==> src/rtl/tiv_pkg.sv <==
package tiv_pkg;

    localparam int MIN_CH = 2;
    localparam int MAX_CH = 7;

    // Overflow code: 0x0A while it cannot collide with a channel code.
    function automatic int ovf_code(input int num_ch);
        return (num_ch <= 5) ? 10 : 2 * num_ch;
    endfunction

    // Shared slot s: s < num_ch-1 is channel s+1, the last slot is overflow.
    function automatic int slot_code(input int slot, input int num_ch);
        return (slot < num_ch - 1) ? 2 * (slot + 1) : ovf_code(num_ch);
    endfunction

    typedef struct packed {
        logic ch0_pend;
        logic sh_any;
    } line_state_t;

endpackage

==> src/rtl/tiv_qualify.sv <==
module tiv_qualify #(
    parameter int NUM_CH = 5
) (
    input  logic [NUM_CH-1:0] flag_i,
    input  logic [NUM_CH-1:0] ien_i,
    input  logic              ovf_flag_i,
    input  logic              ovf_ien_i,
    output logic              ch0_pend_o,
    output logic [NUM_CH-1:0] sh_pend_o
);
    localparam int NSH = NUM_CH;

    assign ch0_pend_o = flag_i[0] & ien_i[0];

    for (genvar s = 0; s < NSH - 1; s++) begin : g_chan
        assign sh_pend_o[s] = flag_i[s+1] & ien_i[s+1];
    end
    assign sh_pend_o[NSH-1] = ovf_flag_i & ovf_ien_i;

endmodule

==> src/rtl/tiv_prio.sv <==
module tiv_prio #(
    parameter int N = 5
) (
    input  logic [N-1:0] req_i,
    output logic [N-1:0] grant_o,
    output logic         any_o
);
    always_comb begin
        logic taken;
        taken   = 1'b0;
        grant_o = '0;
        for (int i = 0; i < N; i++) begin
            if (req_i[i] && !taken) begin
                grant_o[i] = 1'b1;
                taken      = 1'b1;
            end
        end
        any_o = taken;
    end

endmodule

==> src/rtl/tiv_encode.sv <==
module tiv_encode #(
    parameter int NUM_CH = 5,
    parameter int VEC_W  = 16
) (
    input  logic [NUM_CH-1:0] grant_i,
    output logic [VEC_W-1:0]  code_o
);
    import tiv_pkg::*;

    always_comb begin
        code_o = '0;
        for (int s = 0; s < NUM_CH; s++) begin
            if (grant_i[s]) code_o = code_o | VEC_W'(slot_code(s, NUM_CH));
        end
    end

endmodule

==> src/rtl/tmr_irq_vector.sv <==
module tmr_irq_vector #(
    parameter int NUM_CH = 5,
    parameter int VEC_W  = 16
) (
    input  logic              clk,
    input  logic              rst,
    input  logic [NUM_CH-1:0] chan_flag_i,
    input  logic [NUM_CH-1:0] chan_ien_i,
    input  logic              ovf_flag_i,
    input  logic              ovf_ien_i,
    input  logic              ack0_i,
    input  logic              vec_rd_i,
    output logic              irq0_o,
    output logic              irq1_o,
    output logic [NUM_CH-1:0] chan_clr_o,
    output logic              ovf_clr_o,
    output logic [VEC_W-1:0]  vec_o
);
    import tiv_pkg::*;

    localparam int NSH = NUM_CH;

    logic              ch0_pend;
    logic [NSH-1:0]    sh_pend;
    logic [NSH-1:0]    sh_grant;
    logic              sh_any;
    logic [VEC_W-1:0]  code;
    line_state_t       lines;

    tiv_qualify #(.NUM_CH(NUM_CH)) u_qual (
        .flag_i     (chan_flag_i),
        .ien_i      (chan_ien_i),
        .ovf_flag_i (ovf_flag_i),
        .ovf_ien_i  (ovf_ien_i),
        .ch0_pend_o (ch0_pend),
        .sh_pend_o  (sh_pend)
    );

    tiv_prio #(.N(NSH)) u_prio (
        .req_i   (sh_pend),
        .grant_o (sh_grant),
        .any_o   (sh_any)
    );

    tiv_encode #(.NUM_CH(NUM_CH), .VEC_W(VEC_W)) u_enc (
        .grant_i (sh_grant),
        .code_o  (code)
    );

    assign lines.ch0_pend = ch0_pend & ~rst;
    assign lines.sh_any   = sh_any & ~rst;

    always_comb begin
        irq0_o        = lines.ch0_pend;
        irq1_o        = lines.sh_any & ~lines.ch0_pend;
        vec_o         = rst ? '0 : code;
        chan_clr_o    = '0;
        chan_clr_o[0] = ack0_i & lines.ch0_pend;
        ovf_clr_o     = 1'b0;
        if (vec_rd_i && !rst) begin
            chan_clr_o[NUM_CH-1:1] = sh_grant[NSH-2:0];
            ovf_clr_o              = sh_grant[NSH-1];
        end
    end

    AST_LINES_EXCL: assert property (@(posedge clk) disable iff (rst)
        !(irq0_o && irq1_o));
    AST_ACK_IDLE: assert property (@(posedge clk) disable iff (rst)
        (ack0_i && !irq0_o) |-> !chan_clr_o[0]);
    AST_ONE_CLEAR: assert property (@(posedge clk) disable iff (rst)
        $onehot0({chan_clr_o[NUM_CH-1:1], ovf_clr_o}));
    AST_CLR_NEEDS_READ: assert property (@(posedge clk) disable iff (rst)
        !vec_rd_i |-> ({chan_clr_o[NUM_CH-1:1], ovf_clr_o} == '0));
    AST_CLR_PENDING: assert property (@(posedge clk) disable iff (rst)
        (chan_clr_o & ~(chan_flag_i & chan_ien_i)) == '0);
    AST_EMPTY_READ: assert property (@(posedge clk) disable iff (rst)
        (vec_rd_i && vec_o == '0) |-> ({chan_clr_o[NUM_CH-1:1], ovf_clr_o} == '0));
    AST_EVEN_CODE: assert property (@(posedge clk) disable iff (rst)
        vec_o[0] == 1'b0);
    AST_IDLE_LINE: assert property (@(posedge clk) disable iff (rst)
        (vec_o == '0) |-> !irq1_o);

endmodule

==> config.mk <==
export PLATFORM = sky130hd
export DESIGN_NAME = tmr_irq_vector
export DESIGN_NICKNAME = d
export VERILOG_FILES = /design/src/rtl/tiv_pkg.sv /design/src/rtl/tiv_qualify.sv /design/src/rtl/tiv_prio.sv /design/src/rtl/tiv_encode.sv /design/src/rtl/tmr_irq_vector.sv
export SDC_FILE = /design/constraint.sdc
export NUM_CORES = 1
export LEC_CHECK = 0
export BUFFER_PORTS_ARGS = -buffer_cell sky130_fd_sc_hd__buf_2
export CAP_MARGIN = 20
export CORE_AREA = 2 2 39 41
export DETAILED_ROUTE_END_ITERATION = 8
export DIE_AREA = 0 0 41 43
export PLACE_DENSITY = 0.69
export SETUP_SLACK_MARGIN = 0.4
export SYNTH_ARGS = -nofsm -noshare
export SYNTH_HDL_FRONTEND = slang
export SYNTH_HIERARCHICAL = 1
export SYNTH_SLANG_ARGS = --single-unit
==> constraint.sdc <==
create_clock -name vclk -period 1.43
set_clock_uncertainty 0.2 [all_clocks]
set_input_delay 0.143 -clock vclk [all_inputs]
set_output_delay 0.143 -clock vclk [all_outputs]
set_load 0.05 [all_outputs]
# [Word level (Yosys, flattened, before mapping)]
# Index checks and enable logic that the tools add are counted.
[classes] muxes=17 bitwise=12 n_reduce_logical=10
[op_table] operator="two-way mux 16 bit" count=1
[op_table] operator="two-way mux 4 bit" count=3
[op_table] operator="AND 1 bit" count=10
[op_table] operator="two-way mux 1 bit" count=10
[op_table] operator="two-way mux 3 bit" count=2
[op_table] operator="logical AND 1 bit" count=5
[op_table] operator="zero test 1 bit" count=5
[op_table] operator="two-way mux 2 bit" count=1
[op_table] operator="NOT 1 bit" count=2
[word_totals] regBits=0 input_bits=16 out_inout_bits=24

# [Logic depth before layout (Yosys ltp)]
# Gate-level depths: netlist of the first run.
[logic_depth] word_depth=16 depth_mapped=5 depth_no_buf=5

# [By module]
# Netlist of the first run, hierarchy kept.
[by_module_without_submodules] mod="tmr_irq_vector" instances=1 cells_each=26 area_per_inst_um2=188.9 seq_area_each_um2=0.0
[by_module_without_submodules] mod="tiv_encode" instances=1 cells_each=17 area_per_inst_um2=120.1 seq_area_each_um2=0.0
[by_module_without_submodules] mod="tiv_prio" instances=1 cells_each=7 area_per_inst_um2=55.1 seq_area_each_um2=0.0
[by_module_without_submodules] mod="tiv_qualify" instances=1 cells_each=6 area_per_inst_um2=37.5 seq_area_each_um2=0.0

# [Worst setup path before layout of the first run]
# OpenSTA, ideal clock, no wires.
[synth_path] kind="input to output" startpoint="input chan_flag_i[1]" endpoint="output irq1_o" arrival_time_ns=1.614 path_slack_ns=-0.527 cell_stages=4 cell_sequence="and2_1 -> nor4_2 -> nand2b_1 -> nor3b_1"
[synth_via] elab_chain_len=16
[synth_rtl] element="from (decl)" line="tmr_irq_vector.sv:7" rtl="input logic [NUM_CH-1:0] chan_flag_i,"
[synth_rtl] element="AND 1 bit (*)" line="tiv_qualify.sv:16" rtl="assign sh_pend_o[s] = flag_i[s+1] & ien_i[s+1];"
[synth_rtl] element="two-way mux 1 bit (*)" line="tiv_prio.sv:13" rtl="if (req_i[i] && !taken) begin"
[synth_rtl] element="zero test 1 bit" line="tiv_prio.sv:13"
[synth_rtl] element="logical AND 1 bit" line="tiv_prio.sv:13"
[synth_rtl] element="two-way mux 1 bit (*)" line="tiv_prio.sv:13"
[synth_rtl] element="zero test 1 bit" line="tiv_prio.sv:13"
[synth_rtl] element="logical AND 1 bit" line="tiv_prio.sv:13"
[synth_rtl] element="two-way mux 1 bit (*)" line="tiv_prio.sv:13"
[synth_rtl] element="zero test 1 bit" line="tiv_prio.sv:13"
[synth_rtl] element="logical AND 1 bit" line="tiv_prio.sv:13"
[synth_rtl] element="two-way mux 1 bit (*)" line="tiv_prio.sv:13"
[synth_rtl] element="zero test 1 bit" line="tiv_prio.sv:13"
[synth_rtl] element="logical AND 1 bit" line="tiv_prio.sv:13"
[synth_rtl] element="two-way mux 1 bit (*)" line="tiv_prio.sv:13"
[synth_rtl] element="via sh_any" line="tmr_irq_vector.sv:26" rtl="logic sh_any;"
[synth_rtl] element="AND 1 bit (*)" line="tmr_irq_vector.sv:51" rtl="assign lines.sh_any = sh_any & ~rst;"
[synth_rtl] element="AND 1 bit (*)" line="tmr_irq_vector.sv:55" rtl="irq1_o = lines.sh_any & ~lines.ch0_pend;"
[synth_rtl] element="to (decl)" line="tmr_irq_vector.sv:14" rtl="output logic irq1_o,"
# Mark *: on every way through the listed nets, which the timed path passes. The rest lies on a longest branch.

# [Worst setup path after layout of the first run]
[layout_path] startpoint="input chan_ien_i[2]" endpoint="output vec_o[1]"
[layout_via] elab_chain_len=14 elab_cells_between_ends=17 classes_between="9 x mux; 1 x bitwise; 7 x reduce/logical"
[layout_rtl] element="from (decl)" line="tmr_irq_vector.sv:8" rtl="input logic [NUM_CH-1:0] chan_ien_i,"
[layout_rtl] element="AND 1 bit (*)" line="tiv_qualify.sv:16"
[layout_rtl] element="via sh_pend[1]" line="tmr_irq_vector.sv:24" rtl="logic [NSH-1:0] sh_pend;"
[layout_rtl] element="logical AND 1 bit (*)" line="tiv_prio.sv:13"
[layout_rtl] element="two-way mux 1 bit (*)" line="tiv_prio.sv:13"
[layout_rtl] element="zero test 1 bit" line="tiv_prio.sv:13"
[layout_rtl] element="logical AND 1 bit" line="tiv_prio.sv:13"
[layout_rtl] element="two-way mux 1 bit (*)" line="tiv_prio.sv:13"
[layout_rtl] element="zero test 1 bit" line="tiv_prio.sv:13"
[layout_rtl] element="logical AND 1 bit" line="tiv_prio.sv:13"
[layout_rtl] element="two-way mux 1 bit (*)" line="tiv_prio.sv:13"
[layout_rtl] element="zero test 1 bit (*)" line="tiv_prio.sv:13"
[layout_rtl] element="logical AND 1 bit (*)" line="tiv_prio.sv:13"
[layout_rtl] element="two-way mux 1 bit (*)" line="tiv_prio.sv:13"
[layout_rtl] element="via sh_grant[4]" line="tmr_irq_vector.sv:25" rtl="logic [NSH-1:0] sh_grant;"
[layout_rtl] element="two-way mux 4 bit (*)" line="tiv_encode.sv:13" rtl="if (grant_i[s]) code_o = code_o | VEC_W'(slot_code(s, NUM_CH));"
[layout_rtl] element="via code[1]" line="tmr_irq_vector.sv:27" rtl="logic [VEC_W-1:0] code;"
[layout_rtl] element="two-way mux 16 bit (*)" line="tmr_irq_vector.sv:56" rtl="vec_o = rst ? '0 : code;"
[layout_rtl] element="to (decl)" line="tmr_irq_vector.sv:17" rtl="output logic [VEC_W-1:0] vec_o"
# Marked as above.

==> summary.txt, run 1 <==
GRT
  • Initial antenna violation count: 0
  • Grt ovf: 0
  • Vias in the first global route: 372
  • Total GRT Usage: 10.69%
  • Pin count of the biggest net entering global routing: 18
  • First-pass GRT wire length: 1428 um

Run status
  • Status: complete, but fails checks
  • Failing checks: setup timing

Layout
  • Seq cells: 0
  • Antenna cell count: 0
  • Nets: 101
  • Share of layout cells above drive strength 1: 63.86%
  • Layout clock buffers: 0
  • Synth-to-layout area growth: 83.49%
  • Post-route non-filler standard cell count: 99
  • FF/Latch Area: 0 um2

Timing
  • Final Hold Viols: 0
  • Period utilisation layout: 110.4%
  • Fmax: 0.6333 GHz
  • Fin crit period: 1579 ps
  • RSZ-0062 raised after global routing: true
  • Slew HR: 36.45%
  • Setup-failing EPs final: 6
  • Max Slew Vio Count: 0
  • Worst-Margin Slew: 951.2 ps
  • Worst setup margin: -149.0 ps

Pwr
  • Lkg Pwr: 0.3720 nW
  • PD cells: 388.3 nW/um2
  • Pwr Total: 0.2861 mW
  • Max VDD drop: 0.0001541 V

Critical path
  • Crit path from: chan_ien_i[2]
  • Crit Path Class: input port to output pin
  • Critical path arrival: 1240 ps
  • CP max FO: 4
  • CP required: 1090 ps
  • Worst Setup Start Kind: input port
  • Critical path endpoint category: output pin

Floorplanning
  • Initial Util: 29.02%
  • Die area: 1763 um2
  • Io pins: 40
  • Die Y: 43 um
  • CORE AREA: 1384 um2
  • Die X: 41 um
  • Row cnt: 14

Placed design
  • RD Place Congestion: 0.5842
  • Placed Cells incl. Taps: 96
  • Hpwl dp: 663.1 um
  • Port buffer count: 26

Yosys
  • Mapped Cells: 56
  • Number of synthesis warnings: 6
  • Sequential-to-total area share from yosys stat: 0%
  • Synth Cell Area: 401.6 um2
  • Synth unique cells: 13
  • Avg Synthesized Cell Area: 7.172 um2

Hold path
  • HP Class: input port to output pin
  • Hold Startpoint: rst

Detailed routing
  • Initial DRC Count: 0
  • DRT Wirelength: 1000 um
  • Via density: 4.121
  • TritonRoute pass-1 iters: 1
  • Total number of vias: 408
  • Drt wl/cell: 10.10 um
  • Residual DRC: 0
  • Post-DRT Antenna Nets: 0

Flow run
  • Max_cap viols: 0
-- cells in the final DEF, fill, tap and decap left out, drive strengths merged --
cell type	count
buf	31
nor2b	18
conb	13
and2	7
and3b	6
nor3b	2
or2	2
or3	1
nor4	1
nand2b	1
nor4b	1
-- kinds of logic after synthesis --
logic type    count (synthesis)  synth area share, %
other cells                   1               0.9337
simple gates                 39                67.29
buf+inv                      16                31.78
-- layer usage --
metal	track usage [%]	up-vias	share of wire (%)
met3	0	0	9.8
li1	-	205	-
met2	22.19	25	58
met1	11.39	178	32
met4	0	0	0
met5	0	-	0
-- cell usage after synthesis (all sizes together) --
| master | count | area (um2) |
|---|---|---|
| and2 | 7 | 43.79 |
| and3b | 6 | 52.55 |
| buf | 16 | 127.6 |
| conb | 1 | 3.750 |
| nand2b | 1 | 6.260 |
| nor2b | 18 | 112.6 |
| nor3b | 2 | 15.01 |
| nor4 | 1 | 12.51 |
| nor4b | 1 | 8.760 |
| or2 | 2 | 12.52 |
| or3 | 1 | 6.260 |
-- what timing repair did --
item	4_1_cts	5_1_grt
pin swaps	8	4
hold buffers	0	0
setup buffers	2	1
resized for setup	41	5
endpoints found under the setup margin	11	11
endpoints found under the hold margin	0	0
-- worst max-delay path, cell delays in order --
cell and delay [ps]:
buf_6 90, and2_4 170, nor4_4 260, and2_4 190, or3_1 90, nor2b_4 130
buf_6 160
-- per-stage QoR --
step	TNS, ps	hold slack (ps)	setup WS [ps]	utilization (%)	cell area, um2
floorplan	-80.57	310.2	-40.80	-	496.7
global placement	-1172	571.5	-272.5	38.61	534.3
detailed placement	-1284	572.2	-289.4	38.61	534.3
CTS	-527.9	457.8	-155.4	50.90	704.4
global route	-892.5	470.9	-228.8	53.25	737.0
finish	-517.8	455.3	-149.0	53.25	737.0
-- power breakdown --
part / total, mW / internal [mW] / switching, mW / leakage, nW
combinational: 0.286 / 0.115 / 0.171 / 0.372
sequential: 0 / 0 / 0 / 0
clock: 0 / 0 / 0 / 0
-- final timing paths --
check,end,slack (ps),cells past startpoint
max,vec_o[1],-150,7
min,vec_o[3],460,3
-- area by class of cell --
cell class / instances / area, um2
Fill cell: 136 / 646.9
Multi-Input combinational cell: 52 / 410.4
Timing Repair Buffer: 31 / 306.5
Tap cell: 16 / 20.02
Note: power is estimated with default switching activity, not from simulation.
==> inputs of run 2 (changes only) <==
- CORE_AREA: 2 2 39 41 -> 3 3 40 42
- DIE_AREA: 0 0 41 43 -> 0 0 43 45
- REMOVE_ABC_BUFFERS: not set -> 1
==> summary.txt, run 2 (synthesis results as in run 1) <==
Timing
  • Fin crit period: 1618 ps
  • Max Slew Vio Count: 0
  • Worst-Margin Slew: 940.0 ps
  • Period utilisation layout: 113.1%
  • RSZ-0062 raised after global routing: true
  • Fmax: 0.6182 GHz
  • Worst setup margin: -187.6 ps
  • Hold_ws: 449.6 ps
  • Setup-failing EPs final: 6
  • Slew HR: 37.20%
  • Setup tns final: -604.8 ps
  • Final Hold Viols: 0

Critical path
  • Critical path arrival: 1270 ps
  • Crit Path Class: input port to output pin
  • Slowest library cell on the worst path: nor4_4
  • CP required: 1090 ps
  • Worst Setup Start Kind: input port
  • CP max FO: 3
  • Crit path top cell by count: and2_4
  • CP cell instances: buf_6, and2_4, nor4_4, and2_4, or2_2, nor2b_4, buf_8
  • Slowest cell delay on critical path: 280 ps
  • Critical path endpoint category: output pin

Floorplanning
  • Die Y: 45 um
  • Initial Util: 31.26%
  • Row cnt: 13
  • Io pins: 40
  • CORE AREA: 1285 um2
  • Die X: 43 um
  • Die area: 1935 um2

GRT
  • Grt ovf: 0
  • Vias in the first global route: 375
  • Initial antenna violation count: 0
  • Total GRT Usage: 10.45%
  • Pin count of the biggest net entering global routing: 25
  • First-pass GRT wire length: 1614 um

Placed design
  • RD Place Congestion: 0.7289
  • Port buffer count: 26
  • DP Area: 490.5 um2
  • Placed Cells incl. Taps: 96
  • Hpwl dp: 724.6 um
  • Post-place setup slack: -321.3 ps

Layout
  • Design area: 698.2 um2
  • Layout clock buffers: 0
  • Seq cells: 0
  • Final core occ: 54.33%
  • Synth-to-layout area growth: 73.83%
  • Post-route non-filler standard cell count: 96
  • Share of layout cells above drive strength 1: 54.32%
  • FF/Latch Area: 0 um2
  • Commonest non-fill, non-tap cell in the layout: buf_6
  • Multi-input gate area: 392.9 um2
  • Antenna cell count: 0
  • Nets: 99
  • Leading cell types in the layout, fill and taps excluded: buf_6, nor2b_1, conb_1
  • # fillers: 107

Pwr
  • Pwr Total: 0.2791 mW
  • Max VDD drop: 0.0001588 V
  • PD cells: 399.7 nW/um2
  • Lkg Pwr: 0.3602 nW

Hold path
  • Hold path depth: 3
  • HP Class: input port to output pin
  • Min-Delay Endpoint: vec_o[1]
  • Hold Startpoint: rst

Detailed routing
  • Residual DRC: 0
  • Initial DRC Count: 2
  • Drt wl/cell: 10.78 um
  • DRT Wirelength: 1035 um
  • Via density: 4.250
  • TritonRoute pass-1 iters: 2
  • Metal-1 WL: 296 um
  • Met2 routed WL: 612 um
  • Total number of vias: 408
  • Met3 wire len: 108 um
  • Top Metal Used: met4
  • Post-DRT Antenna Nets: 0

Run status
  • Status: complete, but fails checks
  • Failing checks: setup timing

Flow run
  • Max_cap viols: 0
[run 2: cell count changes in the layout (fill, tap and decap cells not counted), sizes merged]
cell / change
buf: -2
[run 2: critical path: cells and delay by family]
kind                   cells  cell delay, ps
and+or+nand+nor            5             900
buffers and inverters      2             240
[run 2: timing repair]
action                                  4_1_cts  5_1_grt
gates cloned                                  0        0
resized for setup                            44       10
buffers inserted                              0        0
hold buffers                                  0        0
pin swaps                                    11        6
endpoints found under the setup margin       11       11
[run 2: worst max-delay path by stage]
| stage | startpoint | end | cells past startpoint |
|---|---|---|---|
| finish | chan_ien_i[4] | vec_o[3] | 7 |
| global route | chan_ien_i[4] | vec_o[1] | 7 |
| CTS | chan_ien_i[4] | vec_o[1] | 7 |
| detailed placement | chan_flag_i[2] | vec_o[3] | 7 |
| global placement | chan_flag_i[1] | vec_o[1] | 7 |
| floorplan | chan_flag_i[1] | irq1_o | 4 |
[run 2: power by group]
group / total, mW / leakage (nW) / switching (mW) / internal (mW)
sequential: 0 / 0 / 0 / 0
clock: 0 / 0 / 0 / 0
combinational: 0.279 / 0.360 / 0.169 / 0.110
total: 0.279 / 0.360 / 0.169 / 0.110
[run 2: final cells by class]
cell class / count / share of cell area, %
Multi-Input combinational cell: 52 / 56.27
Timing Repair Buffer: 29 / 41.04
Tap cell: 15 / 2.688
[run 2: routing by layer]
metal	track usage, %	vias up
met2	22.16	26
met5	0	-
met1	10.71	179
met4	3.012	0
met3	0.7968	2
li1	-	201
==> inputs of run 3 (changes only) <==
- CELL_PAD_IN_SITES_DETAIL_PLACEMENT: not set -> 0
- CELL_PAD_IN_SITES_GLOBAL_PLACEMENT: not set -> 1
- CORE_AREA: 3 3 40 42 -> not set
- CORE_MARGIN: not set -> 3
- CORE_UTILIZATION: not set -> 24
- DIE_AREA: 0 0 43 45 -> not set
- PLACE_DENSITY: 0.69 -> not set
- PLACE_DENSITY_LB_ADDON: not set -> 0.1
==> summary.txt, run 3 (synthesis results as in run 1) <==
Pwr
  • Switching share of power: 61.28%
  • PD cells: 401.9 nW/um2
  • Logic pwr share: 100.0%
  • Sw Pwr: 0.1667 mW
  • Lkg Pwr: 0.3494 nW
  • Clock group share of total power: 0%
  • Max VDD drop: 0.0001400 V
  • Int Pwr: 0.1053 mW
  • Seq pwr share: 0%

Detailed routing
  • Post-DRT Antenna Nets: 0
  • Drt wl/cell: 9.865 um
  • Residual DRC: 0
  • Via density: 4.010
  • Initial DRC Count: 0
  • DRT Wirelength: 947 um
  • Total number of vias: 385
  • TritonRoute pass-1 iters: 1

GRT
  • Grt ovf: 0
  • Initial antenna violation count: 0
  • Vias in the first global route: 306
  • First-pass GRT wire length: 1248 um
  • Total GRT Usage: 7.330%
  • Pin count of the biggest net entering global routing: 25

Timing
  • Worst setup margin: -158.7 ps
  • Setup tns final: -692.9 ps
  • Period utilisation layout: 111.1%
  • Final Hold Viols: 0
  • Worst-Margin Slew: 933.7 ps
  • Setup-failing EPs final: 6
  • Fmax: 0.6294 GHz
  • Hold_ws: 446.7 ps
  • Max Slew Vio Count: 0
  • Slew HR: 37.62%
  • RSZ-0062 raised after global routing: true
  • Fin crit period: 1589 ps

Run status
  • Failing checks: setup timing
  • Status: complete, but fails checks

Critical path
  • Slowest cell delay on critical path: 270 ps
  • CP max FO: 4
  • Slowest library cell on the worst path: nor4_4
  • CP cell instances: buf_6, and2_4, nor4_4, and2_4, or3_1, nor2b_4, buf_8
  • Crit path top cell by count: and2_4
  • Critical path arrival: 1250 ps
  • Critical path endpoint category: output pin
  • Crit Path Class: input port to output pin
  • Worst Setup Start Kind: input port
  • CP required: 1090 ps

Floorplanning
  • Initial Util: 26.06%
  • Row cnt: 14
  • Die Y: 46.91 um
  • Die X: 46.91 um
  • CORE AREA: 1541 um2
  • Io pins: 40
  • Die area: 2201 um2

Layout
  • Share of layout cells above drive strength 1: 51.25%
  • Antenna cell count: 0
  • FF/Latch Area: 0 um2
  • Leading cell types in the layout, fill and taps excluded: nor2b_1, buf_6, conb_1
  • Nets: 98
  • Seq cells: 0
  • # fillers: 166
  • Design area: 676.9 um2
  • Synth-to-layout area growth: 68.54%
  • Layout clock buffers: 0

Placed design
  • DP Area: 476.7 um2
  • RD Place Congestion: 0.6936
  • Post-place setup slack: -323.2 ps
  • Port buffer count: 26

Hold path
  • HP Class: input port to output pin
  • Hold path depth: 3

CTS
  • Hold buffers post-CTS: 0

Flow run
  • Max_cap viols: 0
[run 3: layout make-up]
type	count	area, um2	share of cell area, %
well taps	16	20.02	2.957
multi-input cells	52	385.4	56.93
repair buffers	28	271.5	40.11
[run 3: layer usage]
| layer | track usage [%] | share of wire [%] | up-vias |
|---|---|---|---|
| li1 | - | - | 199 |
| met1 | 11.46 | 43 | 165 |
| met2 | 11.92 | 49 | 21 |
| met3 | 0 | 8.6 | 0 |
| met4 | 0 | 0 | 0 |
| met5 | 0 | 0 | - |
[run 3: power groups by stage]
| stage | combinational [mW] | sequential [mW] | clock (mW) |
|---|---|---|---|
| after floorplan | 0.162 | 0 | 0 |
| after global placement | 0.208 | 0 | 0 |
| after detailed placement | 0.208 | 0 | 0 |
| after CTS | 0.257 | 0 | 0 |
| after global routing | 0.289 | 0 | 0 |
| final | 0.272 | 0 | 0 |
[run 3: through the flow]
step                      std cells  power (mW)  util [%]
final                            96      0.2720     43.91
after global routing             96      0.2885     43.91
after CTS                        96      0.2575     41.23
after detailed placement         95      0.2079     30.93
after global placement           95      0.2084     30.93
after floorplan                  52      0.1625         -
[run 3: critical path: cells and delay by family]
kind | cells | cell delay, ps
buf+inv | 2 | 240
simple gates | 5 | 870
[run 3: timing repair]
| action | CTS | global route |
|---|---|---|
| resized for setup | 42 | 9 |
| setup endpoints to repair | 11 | 11 |
| setup buffers | 1 | 0 |
| pin swaps | 8 | 6 |
[run 3: final timing paths]
kind | startpoint | end | slack (ps)
max | chan_ien_i[2] | vec_o[1] | -160
min | rst | vec_o[3] | 450
